`src/rtl/dcs_pkg.sv`:
```
package dcs_pkg;

    localparam int DESC_WORDS  = 7;
    localparam int IDX_W       = 3;
    localparam int LINK_ALIGN  = 5;

    localparam logic [1:0] RA_MODE = 2'd0;
    localparam logic [1:0] RA_STAT = 2'd1;
    localparam logic [1:0] RA_CDLO = 2'd2;
    localparam logic [1:0] RA_CDHI = 2'd3;

    localparam int MB_START = 0;
    localparam int MB_ABORT = 1;
    localparam int SB_BUSY  = 0;
    localparam int SB_HALT  = 1;
    localparam int EV_BASE  = 8;
    localparam int EV_N     = 3;
    localparam int EV_EOS   = 0;
    localparam int EV_EOL   = 1;
    localparam int EV_PERR  = 2;

    localparam int LF_EOL = 0;
    localparam int LF_EOS = 1;

    typedef enum logic [2:0] {
        W_IDLE, W_FETCH, W_LAST, W_XFER, W_DONE
    } walk_st_t;

    typedef struct packed {
        logic [EV_N-1:0] ie;
        logic            abort;
        logic            start;
    } mode_t;

    function automatic logic [31:0] clear_align(input logic [31:0] w);
        return {w[31:LINK_ALIGN], {LINK_ALIGN{1'b0}}};
    endfunction

endpackage

```
`src/rtl/dcs_walker.sv`:
```
module dcs_walker
    import dcs_pkg::*;
#(
    parameter int AW = 64,
    parameter int CW = 32
) (
    input  logic            clk,
    input  logic            rst,
    input  logic            start_p,
    input  logic            abort_p,
    input  logic            cda_wr_lo,
    input  logic            cda_wr_hi,
    input  logic [31:0]     wdata,
    output logic [AW-1:0]   cda_q,
    output logic            busy,
    output logic            halted,
    output logic [EV_N-1:0] ev_pulse,
    output logic            rd_en,
    output logic [AW-1:0]   rd_addr,
    input  logic [31:0]     rd_data,
    output logic            xfer_req,
    output logic [AW-1:0]   xfer_src,
    output logic [AW-1:0]   xfer_dst,
    output logic [CW-1:0]   xfer_len,
    input  logic            xfer_done
);
    localparam int HIW = AW - 32;
    localparam logic [IDX_W-1:0] LAST_IDX = IDX_W'(DESC_WORDS - 1);

    walk_st_t         st;
    logic [IDX_W-1:0] idx, cap_idx;
    logic             cap_v;
    logic [AW-1:0]    src_q, dst_q, link_q;
    logic [1:0]       flags_q;
    logic [CW-1:0]    len_q;

    assign busy     = (st != W_IDLE);
    assign rd_en    = (st == W_FETCH);
    assign rd_addr  = {cda_q[AW-1:LINK_ALIGN], idx, 2'b00};
    assign xfer_req = (st == W_XFER);
    assign xfer_src = src_q;
    assign xfer_dst = dst_q;
    assign xfer_len = len_q;

    always_ff @(posedge clk) begin
        if (rst) begin
            st       <= W_IDLE;
            cda_q    <= '0;
            idx      <= '0;
            cap_idx  <= '0;
            cap_v    <= 1'b0;
            src_q    <= '0;
            dst_q    <= '0;
            link_q   <= '0;
            flags_q  <= '0;
            len_q    <= '0;
            halted   <= 1'b0;
            ev_pulse <= '0;
        end else begin
            ev_pulse <= '0;
            cap_v    <= (st == W_FETCH);
            cap_idx  <= idx;
            if (cap_v) begin
                case (cap_idx)
                    3'd0: src_q[31:0]   <= rd_data;
                    3'd1: src_q[AW-1:32] <= rd_data[HIW-1:0];
                    3'd2: dst_q[31:0]   <= rd_data;
                    3'd3: dst_q[AW-1:32] <= rd_data[HIW-1:0];
                    3'd4: begin
                        link_q[31:0] <= clear_align(rd_data);
                        flags_q      <= rd_data[1:0];
                    end
                    3'd5: link_q[AW-1:32] <= rd_data[HIW-1:0];
                    default: ;
                endcase
            end
            if (st == W_IDLE && cda_wr_lo) cda_q[31:0]    <= wdata;
            if (st == W_IDLE && cda_wr_hi) cda_q[AW-1:32] <= wdata[HIW-1:0];
            case (st)
                W_IDLE: if (start_p) begin
                    st     <= W_FETCH;
                    idx    <= '0;
                    halted <= 1'b0;
                end
                W_FETCH: begin
                    idx <= idx + 1'b1;
                    if (idx == LAST_IDX) st <= W_LAST;
                end
                W_LAST: begin
                    // count word is on the read port in this cycle
                    if (rd_data[CW-1:0] == '0) begin
                        ev_pulse[EV_PERR] <= 1'b1;
                        st <= W_DONE;
                    end else begin
                        len_q <= rd_data[CW-1:0];
                        st    <= W_XFER;
                    end
                end
                W_XFER: if (xfer_done) st <= W_DONE;
                W_DONE: begin
                    ev_pulse[EV_EOS] <= flags_q[LF_EOS];
                    if (flags_q[LF_EOL]) begin
                        ev_pulse[EV_EOL] <= 1'b1;
                        st <= W_IDLE;
                    end else begin
                        cda_q <= link_q;
                        idx   <= '0;
                        st    <= W_FETCH;
                    end
                end
                default: st <= W_IDLE;
            endcase
            if (abort_p && st != W_IDLE) begin
                st     <= W_IDLE;
                halted <= 1'b1;
            end
        end
    end
endmodule

```
`src/rtl/dcs_regs.sv`:
```
module dcs_regs
    import dcs_pkg::*;
#(
    parameter int AW = 64
) (
    input  logic            clk,
    input  logic            rst,
    input  logic            reg_we,
    input  logic [1:0]      reg_addr,
    input  logic [31:0]     reg_wdata,
    output logic [31:0]     reg_rdata,
    output logic            start_p,
    output logic            abort_p,
    output logic            cda_wr_lo,
    output logic            cda_wr_hi,
    input  logic [AW-1:0]   cda_q,
    input  logic            busy,
    input  logic            halted,
    input  logic [EV_N-1:0] ev_pulse,
    output logic            irq
);
    mode_t           mode_q;
    logic [EV_N-1:0] ev_q, ev_clr;
    logic            wr_mode;

    assign wr_mode   = reg_we && (reg_addr == RA_MODE);
    assign start_p   = wr_mode && reg_wdata[MB_START] && !mode_q.start;
    assign abort_p   = wr_mode && reg_wdata[MB_ABORT] && !mode_q.abort;
    assign cda_wr_lo = reg_we && (reg_addr == RA_CDLO);
    assign cda_wr_hi = reg_we && (reg_addr == RA_CDHI);
    assign ev_clr    = (reg_we && reg_addr == RA_STAT) ? reg_wdata[EV_BASE +: EV_N] : '0;
    assign irq       = |(ev_q & mode_q.ie);

    always_ff @(posedge clk) begin
        if (rst) begin
            mode_q <= '0;
            ev_q   <= '0;
        end else begin
            if (wr_mode) begin
                mode_q.start <= reg_wdata[MB_START];
                mode_q.abort <= reg_wdata[MB_ABORT];
                mode_q.ie    <= reg_wdata[EV_BASE +: EV_N];
            end
            ev_q <= (ev_q & ~ev_clr) | ev_pulse;
        end
    end

    always_comb begin
        reg_rdata = '0;
        case (reg_addr)
            RA_MODE: begin
                reg_rdata[MB_START]          = mode_q.start;
                reg_rdata[MB_ABORT]          = mode_q.abort;
                reg_rdata[EV_BASE +: EV_N]   = mode_q.ie;
            end
            RA_STAT: begin
                reg_rdata[SB_BUSY]           = busy;
                reg_rdata[SB_HALT]           = halted;
                reg_rdata[EV_BASE +: EV_N]   = ev_q;
            end
            RA_CDLO: reg_rdata = cda_q[31:0];
            default: reg_rdata = {{(64-AW){1'b0}}, cda_q[AW-1:32]};
        endcase
    end
endmodule

```
`src/rtl/desc_chain_seq.sv`:
```
module desc_chain_seq
    import dcs_pkg::*;
#(
    parameter int AW = 64,
    parameter int CW = 32
) (
    input  logic          clk,
    input  logic          rst,
    input  logic          reg_we,
    input  logic [1:0]    reg_addr,
    input  logic [31:0]   reg_wdata,
    output logic [31:0]   reg_rdata,
    output logic          irq,
    output logic          rd_en,
    output logic [AW-1:0] rd_addr,
    input  logic [31:0]   rd_data,
    output logic          xfer_req,
    output logic [AW-1:0] xfer_src,
    output logic [AW-1:0] xfer_dst,
    output logic [CW-1:0] xfer_len,
    input  logic          xfer_done
);
    logic            start_p_w, abort_p_w, cda_wr_lo_w, cda_wr_hi_w;
    logic            busy_w, halted_w;
    logic [AW-1:0]   cda_w;
    logic [EV_N-1:0] ev_w;

    dcs_regs #(.AW(AW)) u_regs (
        .clk(clk), .rst(rst),
        .reg_we(reg_we), .reg_addr(reg_addr), .reg_wdata(reg_wdata), .reg_rdata(reg_rdata),
        .start_p(start_p_w), .abort_p(abort_p_w),
        .cda_wr_lo(cda_wr_lo_w), .cda_wr_hi(cda_wr_hi_w), .cda_q(cda_w),
        .busy(busy_w), .halted(halted_w), .ev_pulse(ev_w), .irq(irq)
    );

    dcs_walker #(.AW(AW), .CW(CW)) u_walk (
        .clk(clk), .rst(rst),
        .start_p(start_p_w), .abort_p(abort_p_w),
        .cda_wr_lo(cda_wr_lo_w), .cda_wr_hi(cda_wr_hi_w), .wdata(reg_wdata),
        .cda_q(cda_w), .busy(busy_w), .halted(halted_w), .ev_pulse(ev_w),
        .rd_en(rd_en), .rd_addr(rd_addr), .rd_data(rd_data),
        .xfer_req(xfer_req), .xfer_src(xfer_src), .xfer_dst(xfer_dst),
        .xfer_len(xfer_len), .xfer_done(xfer_done)
    );
endmodule

```
`config.mk`:
```
export PLATFORM = sky130hd
export DESIGN_NAME = desc_chain_seq
export DESIGN_NICKNAME = d
export VERILOG_FILES = /design/src/rtl/dcs_pkg.sv /design/src/rtl/dcs_walker.sv /design/src/rtl/dcs_regs.sv /design/src/rtl/desc_chain_seq.sv
export SDC_FILE = /design/constraint.sdc
export NUM_CORES = 1
export LEC_CHECK = 0
export ABC_AREA = 1
export BUFFER_PORTS_ARGS = -buffer_cell sky130_fd_sc_hd__buf_2
export CAP_MARGIN = 20
export CORE_UTILIZATION = 53
export CTS_CLUSTER_DIAMETER = 60
export CTS_CLUSTER_SIZE = 40
export DETAILED_ROUTE_END_ITERATION = 12
export GPL_TIMING_DRIVEN = 0
export PLACE_DENSITY_LB_ADDON = 0.08
export SYNTH_ARGS = -nofsm -noshare
export SYNTH_HDL_FRONTEND = slang
export SYNTH_SLANG_ARGS = --single-unit
```
`constraint.sdc`:
```
create_clock -name clk -period 1.8 [get_ports clk]
set_clock_uncertainty 0.15 [all_clocks]
set_input_delay 0.18 -clock clk [delete_from_list [all_inputs] [get_ports clk]]
set_output_delay 0.18 -clock clk [all_outputs]
set_load 0.01 [all_outputs]
```
==> key figures <==
Synth
  – Largest area contributor in the netlist: dfxtp_1
  – Top_reg_cell synth: dfxtp_1
  – Post-Syn Area per Cell: 7.56 µm²
  – Post-Syn Instances: 1641
  – Mapped cell area: 0.0124 mm²
  – Sequential share of the synthesized area: 49.5%
  – Commonest cells in the netlist: nor2_1, o21ai_0, dfxtp_1
  – Most frequent cell after synthesis: nor2_1
  – Post-synth top area share: 49.5%
  – Post-synth EDFFs: 0
  – Ys async rst share: 0%
  – Yosys cell types: 37
  – Warnings from Yosys: 0
  – #FFs+latches synth: 307
  – Synth top area cells: dfxtp_1, o21ai_0, nor2_1, buf_4, nand2_1

Detailed routing
  – Via density: 5.29
  – DRC: 0
  – Routed Antenna Nets: 0
  – Pre-antenna DRT Iters: 6
  – Starting DRC count in detailed routing: 888
  – WL/cell: 18.4 µm
  – Drt total wl: 43800 µm
  – Via count: 12600

Final layout
  – Fill cells: 1867
  – Share of layout cells above drive strength 1: 27.3%
  – Final-stage net count: 2130
  – Area grow syn2layout: 31.0%
  – Antenna diodes: 0
  – Non-Filler Instances: 2385

Placement
  – Place WS: -0.304 ns
  – IO Port Bufs: 300
  – Cell Count Post-Placement: 2255
  – Post-DP HPWL: 29500 µm
  – Gpl congestion: 0.888

CTS
  – Number of buffers created by CTS: 21
  – Root Driver: clkbuf_16
  – Clk_lat worst skew: 0.54 ns
  – CTS tree: built
  – Clk sink count: 307
  – Clock buffer depth: 3
  – Clock transition at path regs: 0.09 ns
  – H-tree Lvls: 1

Power and ir drop
  – PwrDens: 914 mW/mm²
  – Leakage power: 7.72 nW
  – Max VDD drop: 821 µV

Die
  – Core Box Area: 0.0228 mm²
  – Die height: 155 µm
  – Initial Util: 54.5%
  – Site Rows: 55
  – Die Width: 155 µm
  – Io pins: 329
  – Die area: 0.0240 mm²

Setup path
  – WP data arrival: 1.54 ns
  – CP Launch Type: register
  – CP Class: reg2out
  – Critical Path RT: 1.47 ns
  – Crit end category: output pin
  – Critical-path maximum fanout: 4

Timing
  – Final setup viols: 18
  – Unrepaired setup endpoints after global routing: yes
  – Worst setup margin: -0.0655 ns
  – Peak Freq: 536 MHz
  – Final Hold Fails: 0
  – Tcrit/Tclk final: 104%
  – Slew HR: 56.4%
  – Slew @ Worst Pin: 0.655 ns
  – Max Slew Vio Count: 0
  – Tmin final: 1.87 ns

Global routing
  – First-pass GRT wire length: 65300 µm
  – GR Util All Layers: 34.9%
  – Grt ovf: 0
  – Initial antenna violation count: 0
  – Largest net degree at the start of global routing: 27
  – Number of global-route vias before repair: 11700

Worst hold path
  – Hold crit path type: in2reg

Job
  – Maxcap violations: 0

Status
  – Outcome: finished with violations
  – Failing checks: setup timing
==> layout by cell type (no fill, tap or decap), types with 3 or more instances in the layout <==
cell type and instances:
nor2_1 382, buf_2 317, dfxtp_1 303, o21ai_0 271, inv_1 96, nand2_1 94, buf_4 80, dlygate4sd3_1 72
o21ai_1 71, nand3_1 64, a21oi_1 58, clkbuf_1 46, clkbuf_2 37, a22o_1 26, clkbuf_16 24, nor2_2 17
buf_6 14, nand2_2 11, o21ai_2 10, nor2_4 6, nand2_4 5, buf_8 5, nor3_4 4, nand4_1 4
clkbuf_4 4, nor4_1 4, clkinvlp_4 4, inv_2 3, clkinv_2 3, inv_6 3
==> registers in the layout, indices dropped and copies added, names as in the netlist, 5 cells and up <==
| signal | flops |
|---|---|
| u_walk.xfer_src | 64 |
| u_walk.xfer_dst | 64 |
| u_walk.xfer_len | 32 |
| u_walk.cda_q | 64 |
| u_walk.link_q | 59 |
| u_regs.mode_q | 5 |
==> metal layers <==
layer / GRT usage [%] / share of wire, % / vias up
met5: 0 / 0 / -
met4: 11.4 / 3.0 / 0
met3: 7.38 / 9.0 / 94
met2: 59.1 / 47 / 629
met1: 44.3 / 41 / 5797
li1: - / - / 6095
==> per-stage QoR <==
stage	util (%)	hold slack [ns]	TNS, ns	power (mW)	instance area [µm²]
floorplan	-	0.0991	0	8.68	12400
global placement	62.8	0.271	-34.27	9.45	14300
detailed placement	62.8	0.275	-39.20	9.48	14300
CTS	69.6	0.0227	-0.0951	14.6	15900
global route	71.4	0.0288	-3.49	15.3	16300
finish	71.4	0.0364	-0.536	14.9	16300
==> cells by family (layout without fill, tap and decap cells) <==
kind of cell               Yosys count  count (layout)  synth area share [%]
and+or+nand+nor                    594             594                  19.5
AOI/OAI and AO/OA                  443             443                  18.9
DFF                                307             307                  49.5
buffers and inverters              293             723                  11.7
adders and majority gates            2               2                 0.202
other                                1               2                0.0302
xor gates and xnor gates             1               1                0.0706
==> final cells by class <==
class,instances,area (µm²),area share [%]
plain buffers,190,1180,7.29
clock buffers,23,553,3.40
repair buffers,392,2470,15.2
multi-input cells,1042,4970,30.6
inverters,103,394,2.42
repair inverters,1,7.51,0.0462
clock inverters,14,140,0.862
flip-flops and latches,307,6160,37.9
well taps,313,392,2.41
==> what timing repair did <==
action	4_1_cts	5_1_grt
hold endpoints to repair	270	0
cloned	0	6
pin swaps	5	18
buffers inserted	5	10
hold buffers	72	0
resized for setup	26	188
endpoints found under the setup margin	230	262
==> power breakdown <==
group,internal (mW),leakage [nW],switching (mW)
sequential,7.12,2.49,0.230
combinational,1.04,4.89,1.44
clock,2.35,0.337,2.67
total,10.5,7.72,4.34
==> worst paths after layout <==
path                             endpoint  cells after the start  slack, ns                          start
max reg2reg   u_walk.cda_q[58]$_SDFF_PP0_                     10      -0.05      u_walk.st[0]$_SDFFE_PP0P_
min reg2reg     u_regs.ev_q[1]$_SDFF_PP0_                      2       0.29  u_walk.ev_pulse[1]$_SDFF_PP0_
max                          reg_rdata[0]                      5      -0.07      u_walk.st[0]$_SDFFE_PP0P_
min          u_walk.cap_idx[2]$_SDFF_PP0_                      3       0.04                            rst
==> worst max-delay path, stage by stage, from the launching register on <==
cell	delay (ns)
dfxtp_4	0.37
nor2_4	0.16
nand2_4	0.11
a22oi_2	0.12
o211ai_1	0.10
buf_2	0.14
(Power assumes the default switching activity.)
